==> config.mk <==
export PLATFORM = sky130hd
export DESIGN_NAME = pwr_rst_ctrl
export DESIGN_NICKNAME = d
export VERILOG_FILES = /design/src/rtl/pwr_rst_pkg.sv /design/src/rtl/pwr_rst_seq.sv /design/src/rtl/pwr_state_fsm.sv /design/src/rtl/rst_cause_reg.sv /design/src/rtl/pwr_rst_ctrl.sv
export SDC_FILE = /design/constraint.sdc
export NUM_CORES = 1
export LEC_CHECK = 0
export BUFFER_PORTS_ARGS = -buffer_cell sky130_fd_sc_hd__clkbuf_2
export CAP_MARGIN = 20
export CORE_UTILIZATION = 40
export CTS_CLUSTER_SIZE = 8
export DETAILED_ROUTE_END_ITERATION = 6
export PLACE_DENSITY_LB_ADDON = 0.3
export SETUP_SLACK_MARGIN = 0.02
export SYNTH_ARGS = -nofsm -noshare
export SYNTH_HDL_FRONTEND = slang
export SYNTH_SLANG_ARGS = --single-unit
==> constraint.sdc <==
create_clock -name clk -period 1.8 [get_ports clk]
set_input_delay 0.18 -clock clk [delete_from_list [all_inputs] [get_ports clk]]
set_output_delay 0.18 -clock clk [all_outputs]
set_load 0.1 [all_outputs]
==> src/rtl/pwr_rst_pkg.sv <==
// Package: shared encodings for the power and reset controller.
// Assumes: state values are visible at the top ports, so they are fixed.
package pwr_rst_pkg;

    localparam int STS_W = 5;

    // Status bit positions
    localparam int STS_COLD = 0;
    localparam int STS_PF   = 1;
    localparam int STS_USR  = 2;
    localparam int STS_WARM = 3;
    localparam int STS_TMO  = 4;

    typedef enum logic [1:0] {
        PS_RUN  = 2'b00,
        PS_HALT = 2'b01,
        PS_STBY = 2'b10
    } pstate_e;

    typedef enum logic [1:0] {
        RS_IDLE = 2'b00,
        RS_SREF = 2'b01,
        RS_HOLD = 2'b10
    } rseq_e;

endpackage

==> src/rtl/pwr_rst_seq.sv <==
// Module: warm/cold reset sequencer.
// Function: a cold reset (rst_n low) clears both domains. A warm pin
//   first raises a self-refresh request. The general reset is applied
//   once the acknowledge arrives or SREF_TMO cycles pass, then held
//   until both warm pins are high.
// Assumes: all pins are already synchronized to clk. rst_n is the
//   power-on pin, used as a synchronous reset.
module pwr_rst_seq
    import pwr_rst_pkg::*;
#(
    parameter int SREF_TMO = 16
) (
    input  logic clk,
    input  logic rst_n,
    input  logic pfail_n,
    input  logic urst_n,
    input  logic sr_ack,
    output logic busy,
    output logic hold,
    output logic sr_req,
    output logic tmo_hit,
    output logic gen_rst_n,
    output logic keep_rst_n
);

    localparam int CNT_W = $clog2(SREF_TMO + 1);
    localparam logic [CNT_W-1:0] CNT_LAST = CNT_W'(SREF_TMO - 1);

    rseq_e            rs_q, rs_d;
    logic [CNT_W-1:0] cnt_q;
    logic             cold_done_q;
    logic             warm_low;

    assign warm_low = !pfail_n || !urst_n;
    assign tmo_hit  = (rs_q == RS_SREF) && !sr_ack && (cnt_q == CNT_LAST);

    // Next sequencer state
    always_comb begin
        rs_d = rs_q;
        unique case (rs_q)
            RS_IDLE: if (warm_low) rs_d = RS_SREF;
            RS_SREF: if (sr_ack || cnt_q == CNT_LAST) rs_d = RS_HOLD;
            RS_HOLD: if (!warm_low) rs_d = RS_IDLE;
            default: rs_d = RS_IDLE;
        endcase
    end

    // Sequencer state register
    always_ff @(posedge clk) begin
        if (!rst_n) rs_q <= RS_IDLE;
        else        rs_q <= rs_d;
    end

    // Handshake timeout counter, restarts each time a sequence begins
    always_ff @(posedge clk) begin
        if (!rst_n || rs_q != RS_SREF) cnt_q <= '0;
        else                           cnt_q <= cnt_q + 1'b1;
    end

    // Marks that the cold reset has been released
    always_ff @(posedge clk) begin
        if (!rst_n) cold_done_q <= 1'b0;
        else        cold_done_q <= 1'b1;
    end

    assign busy       = (rs_q != RS_IDLE);
    assign hold       = (rs_q == RS_HOLD);
    assign sr_req     = busy;
    assign gen_rst_n  = cold_done_q && !hold;
    assign keep_rst_n = cold_done_q;

    AST_NO_SKIP_HANDSHAKE: assert property (@(posedge clk) disable iff (!rst_n)
        (rs_q == RS_IDLE) |=> (rs_q != RS_HOLD));
    AST_TMO_BOUND: assert property (@(posedge clk) disable iff (!rst_n)
        (rs_q == RS_SREF) |-> (cnt_q <= CNT_LAST));
    AST_ACK_APPLIES: assert property (@(posedge clk) disable iff (!rst_n)
        ((rs_q == RS_SREF) && sr_ack) |=> !gen_rst_n);

endmodule

==> src/rtl/pwr_state_fsm.sv <==
// Module: Run / Halt / Standby state machine.
// Function: software requests leave Run, a wake event returns to Run,
//   and a held general reset forces Standby.
// Assumes: requests are single-cycle pulses. rst_n is the cold reset.
module pwr_state_fsm
    import pwr_rst_pkg::*;
(
    input  logic    clk,
    input  logic    rst_n,
    input  logic    force_stby,
    input  logic    inhibit,
    input  logic    wake_evt,
    input  logic    req_halt,
    input  logic    req_stby,
    output pstate_e st_q
);

    pstate_e st_d;

    // Next power state; the forced entry to Standby has top priority
    always_comb begin
        st_d = st_q;
        if (force_stby) begin
            st_d = PS_STBY;
        end else if (!inhibit) begin
            unique case (st_q)
                PS_RUN: begin
                    if (req_stby)      st_d = PS_STBY;
                    else if (req_halt) st_d = PS_HALT;
                end
                PS_HALT, PS_STBY: if (wake_evt) st_d = PS_RUN;
                default: st_d = PS_STBY;
            endcase
        end
    end

    // State register; every reset lands in Standby
    always_ff @(posedge clk) begin
        if (!rst_n) st_q <= PS_STBY;
        else        st_q <= st_d;
    end

    AST_HALT_WAKE: assert property (@(posedge clk) disable iff (!rst_n)
        (st_q == PS_HALT && wake_evt && !force_stby && !inhibit) |=> (st_q == PS_RUN));
    AST_STBY_WAKE: assert property (@(posedge clk) disable iff (!rst_n)
        (st_q == PS_STBY && wake_evt && !force_stby && !inhibit) |=> (st_q == PS_RUN));
    AST_BUSY_FREEZE: assert property (@(posedge clk) disable iff (!rst_n)
        (inhibit && !force_stby) |=> $stable(st_q));

endmodule

==> src/rtl/rst_cause_reg.sv <==
// Module: sticky reset cause status.
// Function: each bit sets on its event and clears by a write of one.
//   A set in the same cycle as a clear wins.
// Assumes: rst_n is the cold reset; it leaves only the cold bit set.
module rst_cause_reg
    import pwr_rst_pkg::*;
(
    input  logic             clk,
    input  logic             rst_n,
    input  logic [STS_W-1:0] set_vec,
    input  logic             clr_we,
    input  logic [STS_W-1:0] clr_vec,
    output logic [STS_W-1:0] sts_q
);

    logic [STS_W-1:0] clr_mask;

    assign clr_mask = clr_we ? clr_vec : '0;

    for (genvar b = 0; b < STS_W; b++) begin : g_bit
        // Per-bit sticky flag with set-over-clear priority
        always_ff @(posedge clk) begin
            if (!rst_n)          sts_q[b] <= (b == STS_COLD);
            else if (set_vec[b]) sts_q[b] <= 1'b1;
            else if (clr_mask[b]) sts_q[b] <= 1'b0;
        end
    end

    AST_COLD_CAUSE: assert property (@(posedge clk)
        !rst_n |=> (sts_q == STS_W'(1)));
    AST_STICKY: assert property (@(posedge clk) disable iff (!rst_n)
        1'b1 |=> ((sts_q & $past(sts_q & ~clr_mask)) == $past(sts_q & ~clr_mask)));
    AST_SET_WINS: assert property (@(posedge clk) disable iff (!rst_n)
        1'b1 |=> ((sts_q & $past(set_vec)) == $past(set_vec)));

endmodule

==> src/rtl/pwr_rst_ctrl.sv <==
// Module: power and reset state controller, top level.
// Function: ties the reset sequencer, the power state machine and the
//   cause status together, and decodes the clock and oscillator enables.
// Assumes: the reset pins are synchronized to clk, which keeps running
//   in every state.
module pwr_rst_ctrl
    import pwr_rst_pkg::*;
#(
    parameter int SREF_TMO = 16
) (
    input  logic       clk,
    input  logic       por_n,
    input  logic       pfail_n,
    input  logic       urst_n,
    input  logic       wake_evt,
    input  logic       req_halt,
    input  logic       req_stby,
    input  logic       sr_ack,
    input  logic       sts_clr_we,
    input  logic [4:0] sts_clr,
    output logic       cpu_clk_en,
    output logic       osc_main_en,
    output logic       lcd_en,
    output logic       lf_clk_en,
    output logic       gen_rst_n,
    output logic       keep_rst_n,
    output logic       sr_req,
    output logic [1:0] pwr_state,
    output logic [4:0] rst_status
);

    logic             busy, hold, tmo_hit;
    pstate_e          st;
    logic [STS_W-1:0] set_vec;

    pwr_rst_seq #(.SREF_TMO(SREF_TMO)) u_seq (
        .clk        (clk),
        .rst_n      (por_n),
        .pfail_n    (pfail_n),
        .urst_n     (urst_n),
        .sr_ack     (sr_ack),
        .busy       (busy),
        .hold       (hold),
        .sr_req     (sr_req),
        .tmo_hit    (tmo_hit),
        .gen_rst_n  (gen_rst_n),
        .keep_rst_n (keep_rst_n)
    );

    pwr_state_fsm u_fsm (
        .clk        (clk),
        .rst_n      (por_n),
        .force_stby (hold),
        .inhibit    (busy),
        .wake_evt   (wake_evt),
        .req_halt   (req_halt),
        .req_stby   (req_stby),
        .st_q       (st)
    );

    // Events that set status bits this cycle
    always_comb begin
        set_vec           = '0;
        set_vec[STS_PF]   = !pfail_n;
        set_vec[STS_USR]  = !urst_n;
        set_vec[STS_WARM] = hold;
        set_vec[STS_TMO]  = tmo_hit;
    end

    rst_cause_reg u_sts (
        .clk     (clk),
        .rst_n   (por_n),
        .set_vec (set_vec),
        .clr_we  (sts_clr_we),
        .clr_vec (sts_clr),
        .sts_q   (rst_status)
    );

    assign pwr_state   = st;
    assign cpu_clk_en  = (st == PS_RUN);
    assign osc_main_en = (st != PS_STBY);
    assign lcd_en      = (st != PS_STBY);
    assign lf_clk_en   = 1'b1;

    AST_CPU_NEEDS_OSC: assert property (@(posedge clk) disable iff (!por_n)
        cpu_clk_en |-> (osc_main_en && lcd_en));
    AST_WARM_SPARES_KEEP: assert property (@(posedge clk) disable iff (!por_n)
        sr_req |-> keep_rst_n);
    AST_GEN_ONLY_WITH_SREF: assert property (@(posedge clk) disable iff (!por_n)
        (keep_rst_n && !gen_rst_n) |-> sr_req);

endmodule

==> metrics.txt, run 1 <==
Port Buf Inserts=26; Clock Sinks=15; Final ANT Viol Nets=0; Initial Util=42.9%; Final period util=92.4%; final worst setup slack=0.137 ns; Worst-path clk slew=0.09 ns; CP Max Fanout=7; clock buffer depth=2; crit path to=gen_rst_n; worst r2r src=u_seq.cnt_q[0]; Die Ht=42.4 microns; final wirelength=1130 microns; vias in the first global route=491; leading post-synthesis cells by cell area=dfxtp_1, ha_1, nand2_1, a21boi_0, inv_1; routed len/inst=9.55 microns; worst-margin pin slew=0.540 ns; main combinational cell family by area after synthesis=simple AND/OR/NAND/NOR gates; Startpoint Class=flip-flop; Die Width=42.4 microns; Final #Nets=121; status=finished, final reports clean; H-Tree Depth=1; Total Routing Usage GR=13.9%; Sum Neg Setup Slack=0 ns; io pins=28; WP data arrival=1.48 ns; Clk Tree Root Cell=clkbuf_4; initial antenna violation count=0; DRC marker count from the first detailed-route iteration=7; vias=567; Via-to-Cell Ratio=4.81; Worst Clk Skew=0.00626 ns; RSZ-0062 raised after global routing=false; layout cells sized above 1=35.3%; relative slew slack=64.1%; post-synth top area share=46.0%; Setup-failing EPs final=0; Mapped Cells=74; Yosys warning total=0; Max Cap Viol=0; PnR Total Power=0.999 mW; complex-gate fraction of the synthesized area=12.6%; total CTS buffers=3; worst slack at placement=0.395 ns; simple-gate share of the synthesized area=24.7%; worst skew pair latency=0.28 ns; worst hold-check path type=in2reg; CP Capture Type=output port; critical path type=reg2out; largest net degree at the start of global routing=11; XOR/XNOR Fraction of Synth Area=2.68%; PD cells=1210 mW/mm^2; Max Fclk=0.601 GHz; synthesized area per cell=8.83 sq um; drt first pass iters=4; Worst EP required=1.62 ns; count of different cell masters after synthesis=26; HPWL after detailed placement=902 microns; CTS tree=yes; final count of hold timing violations=0; Syn-to-layout area delta=26.2%; Synth area leader=dfxtp_1; GRT overflow=0; RR Endpoint=u_sts.sts_q[4]; post-synthesis sequential area ratio=46.0%; crit path from=u_seq.rs_q[0]; leak pwr=0.393 nW; Synth Area in Adders=7.66%; routability cong.=0.710; detailed-route DRC error count=0; first-pass GRT wire length=1810 microns; post-synthesis net count=92; Peak VDD IR=0.641 mV; max-slew violations=0; core box area=0.00152 sq mm; cells on worst reg2reg path=6; Syn Std Cell Area=653 sq um; die area=0.00180 sq mm; Yosys reg bits=15; R2R Setup Slk=0.44 ns; Antenna Cells=0; Hold Startpoint=urst_n; minimum clock period after layout=1.66 ns; mux cell area share after synthesis=0%; # rows=14
-- per-stage QoR --
step / utilization (%) / hold slack, ns / instance area (sq um) / instances
CTS: 54.1 / 0.101 / 825 / 118
global route: 54.1 / 0.0930 / 825 / 118
finish: 54.1 / 0.115 / 825 / 118
global placement: 52.4 / 0.409 / 798 / 114
detailed placement: 52.4 / 0.415 / 798 / 114
floorplan: - / 0.208 / 663 / 74
-- how the worst min path moves through the flow --
| stage | depth (start not counted) | end | slack (ns) |
|---|---|---|---|
| 2_1_floorplan | 0 | u_seq.keep_rst_n | 0.21 |
| 3_5_place_dp | 2 | u_sts.sts_q[2] | 0.41 |
| 6_report | 2 | u_sts.sts_q[2] | 0.11 |
| 3_3_place_gp | 2 | u_sts.sts_q[2] | 0.41 |
| 5_1_grt | 2 | u_sts.sts_q[2] | 0.09 |
| 4_1_cts | 2 | u_sts.sts_q[2] | 0.10 |
-- critical path, cell delays in order (launching register included) --
cell,delay [ns]
dfxtp_1,0.44
nand2b_1,0.20
and2_2,0.15
buf_2,0.41
-- routing by layer --
layer  wire, microns  vias to the layer above  global-route usage, %
met2             600                       15                   24.6
li1                -                      297                      -
met1             453                      255                   12.7
met4               0                        0                   5.63
met3              73                        0                   8.19
met5               0                        -                      0
-- power by group --
part	internal, mW	switching [mW]
clock	0.0860	0.100
combinational	0.0825	0.358
sequential	0.354	0.0178
total	0.523	0.476
-- cells by family after synthesis --
logic type               after synthesis
XOR/XNOR                               2
adder cells (fa/ha/maj)                4
other                                  1
buffers and inverters                  8
AND/OR/NAND/NOR                       32
AO/OA/AOI/OAI                         12
flip-flops                            15
-- what timing repair did --
item	in CTS	in global routing
endpoints found under the setup margin	0	1
resized for setup	0	1
setup buffers	0	0
hold buffers	0	0
-- synth_stat cells --
| library cell | instances |
|---|---|
| nand2b_1 | 3 |
| nand2_1 | 13 |
| nor4bb_1 | 1 |
| o211ai_1 | 1 |
| and3_1 | 1 |
| nor2_1 | 6 |
| nor2_2 | 1 |
| and2_1 | 1 |
| dfxtp_1 | 15 |
| and2_4 | 1 |
| inv_1 | 6 |
| a221o_1 | 1 |
| a311oi_1 | 1 |
| conb_1 | 1 |
| nor3b_1 | 2 |
| nor2b_1 | 1 |
| buf_4 | 2 |
| ha_1 | 4 |
| nand3_1 | 1 |
| a31oi_1 | 1 |
| a21boi_0 | 3 |
| xor2_1 | 1 |
| o21a_1 | 1 |
| a21oi_1 | 4 |
| xnor2_1 | 1 |
| nand3b_1 | 1 |
-- cells in the final DEF (no fill, tap or decap) --
cell / synthesis / final
clkbuf_2: 0 / 25
nand2_1: 13 / 13
dfxtp_1: 15 / 13
nor2_1: 6 / 6
inv_1: 6 / 5
a21oi_1: 4 / 4
nand2b_1: 3 / 3
a21boi_0: 3 / 3
ha_1: 4 / 3
clkbuf_4: 0 / 3
nor3b_1: 2 / 2
dfxtp_2: 0 / 2
and3_1: 1 / 1
nor2_2: 1 / 1
clkinvlp_4: 0 / 1
and2_2: 0 / 1
nor4bb_1: 1 / 1
nor2b_1: 1 / 1
o21a_1: 1 / 1
a31oi_1: 1 / 1
a311oi_1: 1 / 1
nand3b_1: 1 / 1
nand3_1: 1 / 1
xor2_1: 1 / 1
and2_4: 1 / 1
o211ai_1: 1 / 1
a221o_1: 1 / 1
xnor2_1: 1 / 1
ha_2: 0 / 1
conb_1: 1 / 1
clkbuf_1: 0 / 1
buf_2: 0 / 1
-- area by class of cell --
cell class / instances / area, sq um
inverters: 6 / 26.3
well taps: 16 / 20.0
flip-flops and latches: 15 / 303
multi-input cells: 51 / 319
clock buffers: 4 / 26.3
fillers: 156 / 699
repair buffers: 26 / 130
-- state kept, by name, indices dropped and copies added, names as in the netlist --
name	cells
u_seq.rs_q	2
u_seq.keep_rst_n	1
u_seq.cnt_q	5
u_sts.sts_q	5
u_fsm.st_q	2
(Power assumes the default switching activity.)
==> run 2: changes to the inputs <==
--- a/config.mk
+++ b/config.mk
@@ -11,7 +11,9 @@
 export CTS_CLUSTER_SIZE = 8
 export DETAILED_ROUTE_END_ITERATION = 6
 export PLACE_DENSITY_LB_ADDON = 0.3
+export REMOVE_ABC_BUFFERS = 1
 export SETUP_SLACK_MARGIN = 0.02
+export SKIP_LAST_GASP = 1
 export SYNTH_ARGS = -nofsm -noshare
 export SYNTH_HDL_FRONTEND = slang
 export SYNTH_SLANG_ARGS = --single-unit
==> metrics.txt, run 2 (synthesis results as in run 1) <==
RSZ-0062 raised after global routing=false (unchanged); Clock Sinks=15 (unchanged); Startpoint Class=flip-flop (unchanged); final wirelength=1160 microns (was 1130 microns); post-CTS setup buffer count=0 (unchanged); critical path type=reg2out (unchanged); detailed-route DRC error count=0 (unchanged); Syn-to-layout area delta=24.7% (was 26.2%); Worst EP required=1.62 ns (about the same); Sum Neg Setup Slack=0 ns (unchanged); worst hold margin=0.115 ns (about the same); Met2 Routed Length=510 microns (was 600 microns); Total Routing Usage GR=15.6% (was 13.9%); Die Width=42.4 microns (unchanged); # rows=14 (unchanged); biggest regs=u_seq.cnt_q: 5 flops, u_sts.sts_q: 5 flops (unchanged); routability cong.=0.694 (was 0.710); CP Capture Type=output port (unchanged); Max Fclk=0.591 GHz (was 0.601 GHz); H-Tree Depth=1 (unchanged); fillers=164 (was 156); Final period util=94.0% (was 92.4%); core box area=0.00152 sq mm (unchanged); Final ANT Viol Nets=0 (unchanged); Setup-failing EPs final=0 (unchanged); GRT overflow=0 (unchanged); Final #Nets=121 (unchanged); Max Cap Viol=0 (unchanged); fin cells=118 (unchanged); leak pwr=0.402 nW (was 0.393 nW); WL met1=572 microns (was 453 microns); highest routed layer=met3 (unchanged); Die Ht=42.4 microns (unchanged); Port Buf Inserts=26 (unchanged); vias in the first global route=531 (was 491); Post-CTS Hold Buffers=0 (unchanged); worst hold-check path type=in2reg (unchanged); status=finished, final reports clean (unchanged); Placed Cells incl. Taps=114 (unchanged); first-pass GRT wire length=2100 microns (was 1810 microns); Worst-path clk slew=0.09 ns (about the same); minimum clock period after layout=1.69 ns (was 1.66 ns); routed len/inst=9.80 microns (was 9.55 microns); vias=563 (was 567); commonest non-fill, non-tap cell in the layout=clkbuf_2 (unchanged); HPWL after detailed placement=909 microns (was 902 microns); Initial Util=42.9% (unchanged); final count of hold timing violations=0 (unchanged); Reg area=300 sq um (was 303 sq um); die area=0.00180 sq mm (unchanged); max-slew violations=0 (unchanged); worst skew pair latency=0.28 ns (about the same); Peak VDD IR=0.595 mV (was 0.641 mV); most frequent cells in the layout=clkbuf_2, dfxtp_1, nand2_1 (was clkbuf_2, nand2_1, dfxtp_1); Clk Tree Root Cell=clkbuf_4 (unchanged); io pins=28 (unchanged); DRC marker count from the first detailed-route iteration=4 (was 7); post_cts resized=0 (unchanged); layout cells sized above 1=30.4% (was 35.3%); drt first pass iters=4 (unchanged); relative slew slack=64.1% (about the same); WP data arrival=1.51 ns (was 1.48 ns); largest net degree at the start of global routing=11 (unchanged); routed wl met3=73 microns (unchanged); CTS tree=yes (unchanged); CP Max Fanout=7 (unchanged); initial antenna violation count=0 (unchanged); Worst Clk Skew=0.00162 ns (was 0.00626 ns); PD cells=1220 mW/mm^2 (was 1210 mW/mm^2); PnR Total Power=0.997 mW (was 0.999 mW); total CTS buffers=3 (unchanged); worst-margin pin slew=0.541 ns (was 0.540 ns); Via-to-Cell Ratio=4.77 (was 4.81); multi-input logic area=315 sq um (was 319 sq um); clock buffer depth=2 (unchanged); Antenna Cells=0 (unchanged)
-- run 2: cell count changes in the layout (fill, tap and decap cells not counted), sizes merged --
| cell | change |
|---|---|
| buf | -1 |
| clkbuf | +1 |
| clkinvlp | -1 |
| inv | +1 |
-- run 2: layout make-up --
type,instances,share of cell area [%]
repair buffers,26,16.0
well taps,16,2.46
multi-input cells,51,38.7
inverters,6,2.76
clock buffers,4,3.23
flip-flops and latches,15,36.9
-- run 2: worst paths after layout --
kind / startpoint / to / slack, ns / cells past startpoint
worst min-delay path: urst_n / u_sts.sts_q[2] / 0.11 / 2
worst max register to register: u_fsm.st_q[1] / u_fsm.st_q[1] / 0.41 / 5
worst max-delay path: u_seq.rs_q[0] / gen_rst_n / 0.11 / 3
worst min register to register: u_sts.sts_q[0] / u_sts.sts_q[0] / 0.45 / 2
-- run 2: per-layer routing --
metal	GRT usage, %	vias up
li1	-	300
met1	18.5	243
met2	24.9	20
met3	5.60	0
met4	7.50	0
met5	0	-
-- run 2: metrics by stage --
stage	area [sq um]	setup WS, ns	utilization, %
finish	815	0.108	53.4
detailed placement	788	0.417	51.7
global route	815	0.0437	53.4
floorplan	638	-0.863	-
global placement	788	0.430	51.7
CTS	815	0.108	53.4
-- run 2: worst max-delay path, cell delays in order, from the launching register on --
cell	delay, ns
dfxtp_1	0.44
nand2b_1	0.21
and2_1	0.14
clkbuf_2	0.44
-- run 2: power by group --
part           switching (mW)  internal (mW)  total, mW
Sequential             0.0191          0.353      0.372
Combinational           0.358         0.0773      0.435
Clock                   0.104         0.0859      0.190
Total                   0.482          0.516      0.997
==> run 3: changes to the inputs <==
--- a/config.mk
+++ b/config.mk
@@ -10,6 +10,7 @@
 export CORE_UTILIZATION = 40
 export CTS_CLUSTER_SIZE = 8
 export DETAILED_ROUTE_END_ITERATION = 6
+export MAX_ROUTING_LAYER = met4
 export PLACE_DENSITY_LB_ADDON = 0.3
 export REMOVE_ABC_BUFFERS = 1
 export SETUP_SLACK_MARGIN = 0.02
==> constraint.sdc (replaced) <==
create_clock -name clk -period 1.9 [get_ports clk]
set_input_delay 0.19 -clock clk [delete_from_list [all_inputs] [get_ports clk]]
set_output_delay 0.19 -clock clk [all_outputs]
set_load 0.1 [all_outputs]
==> metrics.txt, run 3 (synthesis results as in run 1) <==
status=finished, final reports clean (unchanged); core box area=0.00152 sq mm (unchanged); Die Ht=42.4 microns (unchanged); CP Capture Type=output port (unchanged); Clk Tree Root Cell=clkbuf_4 (unchanged); vias=571 (was 563); Hold Path End=u_sts.sts_q[1] (was u_sts.sts_q[2]); final wirelength=1150 microns (was 1160 microns); CTS tree=yes (unchanged); Post-CTS Hold Buffers=0 (unchanged); post_cts resized=0 (unchanged); layout cells sized above 1=30.4% (unchanged); detailed-route DRC error count=0 (unchanged); Peak VDD IR=0.488 mV (was 0.595 mV); routability cong.=0.690 (was 0.694); Placed Cells incl. Taps=114 (unchanged); routed len/inst=9.78 microns (was 9.80 microns); largest net degree at the start of global routing=11 (unchanged); worst hold-check path type=in2reg (unchanged); drt first pass iters=2 (was 4); WP data arrival=1.49 ns (was 1.51 ns); die area=0.00180 sq mm (unchanged); total CTS buffers=3 (unchanged); Clock Sinks=15 (unchanged); highest-delay cell along the critical path=clkbuf_2 (was dfxtp_1); critical path type=reg2out (unchanged); Worst-path clk slew=0.09 ns (about the same); Final #Nets=121 (unchanged); Flop pwr share=37.2% (was 37.3%); biggest regs=u_seq.cnt_q: 5 flops, u_sts.sts_q: 5 flops (unchanged); initial antenna violation count=0 (unchanged); post-CTS setup buffer count=0 (unchanged); Clock Power Share=19.1% (about the same); Antenna Cells=0 (unchanged); final worst setup slack=0.215 ns (was 0.108 ns); RR Endpoint=u_seq.rs_q[1] (was u_fsm.st_q[1]); fin cells=118 (unchanged); H-Tree Depth=1 (unchanged); clock buffer depth=2 (unchanged); relative slew slack=64.0% (was 64.1%); placed cell areas=788 sq um (unchanged); R2R Setup Slk=0.52 ns (was 0.41 ns); PD cells=1160 mW/mm^2 (was 1220 mW/mm^2); Worst Clk Skew=0.00325 ns (was 0.00162 ns); Port Buf Inserts=26 (unchanged); GRT overflow=0 (unchanged); Largest delay share family, worst path=buffers and inverters (was flip-flops); Switch Pwr=0.455 mW (was 0.482 mW); Final ANT Viol Nets=0 (unchanged); commonest non-fill, non-tap cell in the layout=clkbuf_2 (unchanged); DRC marker count from the first detailed-route iteration=4 (unchanged); # rows=14 (unchanged); Hold Startpoint=pfail_n (was urst_n); cells on worst reg2reg path=6 (was 5); Initial Util=42.9% (unchanged); Logic pwr share=43.6% (was 43.7%); critical path buffer and inverter count=1 (unchanged); first-pass GRT wire length=2070 microns (was 2100 microns); HPWL after detailed placement=924 microns (was 909 microns); final instance area=815 sq um (unchanged); worst skew pair latency=0.28 ns (about the same); worst-margin pin slew=0.542 ns (was 0.541 ns); Max Fclk=0.594 GHz; CP Max Fanout=7 (unchanged); leak pwr=0.402 nW (unchanged); RSZ-0062 raised after global routing=false (unchanged); Setup-failing EPs final=0 (unchanged); minimum clock period after layout=1.68 ns; Max Cap Viol=0 (unchanged); Syn-to-layout area delta=24.7% (unchanged); final count of hold timing violations=0 (unchanged); worst path cell trace=nand2b_1 -> and2_1 -> clkbuf_2 (unchanged); max-slew violations=0 (unchanged); io pins=28 (unchanged); worst r2r src=u_seq.cnt_q[0] (was u_fsm.st_q[1]); internal power=0.488 mW (was 0.516 mW); Die Width=42.4 microns (unchanged); Startpoint Class=flip-flop (unchanged); Max stage delay on crit path=0.44 ns (about the same); Sw Ratio=48.2% (was 48.3%); post-route core utilization=53.4% (unchanged); Hold Crit Depth=2 (unchanged); Via-to-Cell Ratio=4.84 (was 4.77); vias in the first global route=524 (was 531); Final period util=88.7%; Total Routing Usage GR=15.7% (was 15.6%); Worst EP required=1.71 ns (was 1.62 ns); most frequent cells in the layout=clkbuf_2, dfxtp_1, nand2_1 (unchanged); worst slack at placement=0.528 ns (was 0.417 ns); Sum Neg Setup Slack=0 ns (unchanged)
==> run 3: cell counts in the layout (fill, tap and decap cells not counted) <==
No cell type changed its count.
==> run 3: final cells by class <==
cell class              count  area, sq um
fillers                   156          709
multi-input cells          51          315
flip-flops and latches     15          300
repair buffers             26          130
clock buffers               4         26.3
inverters                   6         22.5
well taps                  16         20.0
==> run 3: worst max-delay path by stage <==
stage | start | end | slack (ns) | cells after the start
after floorplan | u_fsm.st_q[0] | lcd_en | -0.77 | 3
after global placement | u_seq.rs_q[0] | gen_rst_n | 0.55 | 3
after detailed placement | u_fsm.st_q[0] | u_fsm.st_q[1] | 0.53 | 5
after CTS | u_seq.rs_q[0] | gen_rst_n | 0.21 | 3
after global routing | u_seq.rs_q[0] | gen_rst_n | 0.11 | 3
final | u_seq.rs_q[0] | gen_rst_n | 0.22 | 3
==> run 3: per-layer routing <==
layer  routed length [microns]  vias to the layer above  GRT usage (%)
li1                          -                      301              -
met1                       546                      242           16.6
met2                       492                       23           24.6
met3                        89                        5           6.03
met4                        25                        0           9.38
met5                         0                        -              -
==> run 3: power groups by stage <==
stage | sequential (mW) | clock [mW] | combinational [mW]
5_1_grt | 0.354 | 0.205 | 0.430
6_report | 0.351 | 0.180 | 0.412
4_1_cts | 0.352 | 0.188 | 0.414
2_1_floorplan | 0.456 | 0 | 0.251
3_5_place_dp | 0.359 | 0 | 0.413
3_3_place_gp | 0.358 | 0 | 0.409
==> run 3: stage by stage <==
stage | total power, mW | hold slack, ns
finish | 0.943 | 0.117
global route | 0.990 | 0.124
CTS | 0.954 | 0.112
detailed placement | 0.772 | 0.418
global placement | 0.767 | 0.420
floorplan | 0.708 | 0.218
==> run 3: worst register-to-register path: stages, from the launching register on <==
cell	delay (ns)
dfxtp_1	0.33
ha_1	0.22
and3_1	0.15
ha_1	0.18
nor2_1	0.16
nor3b_1	0.07
o21a_1	0.16
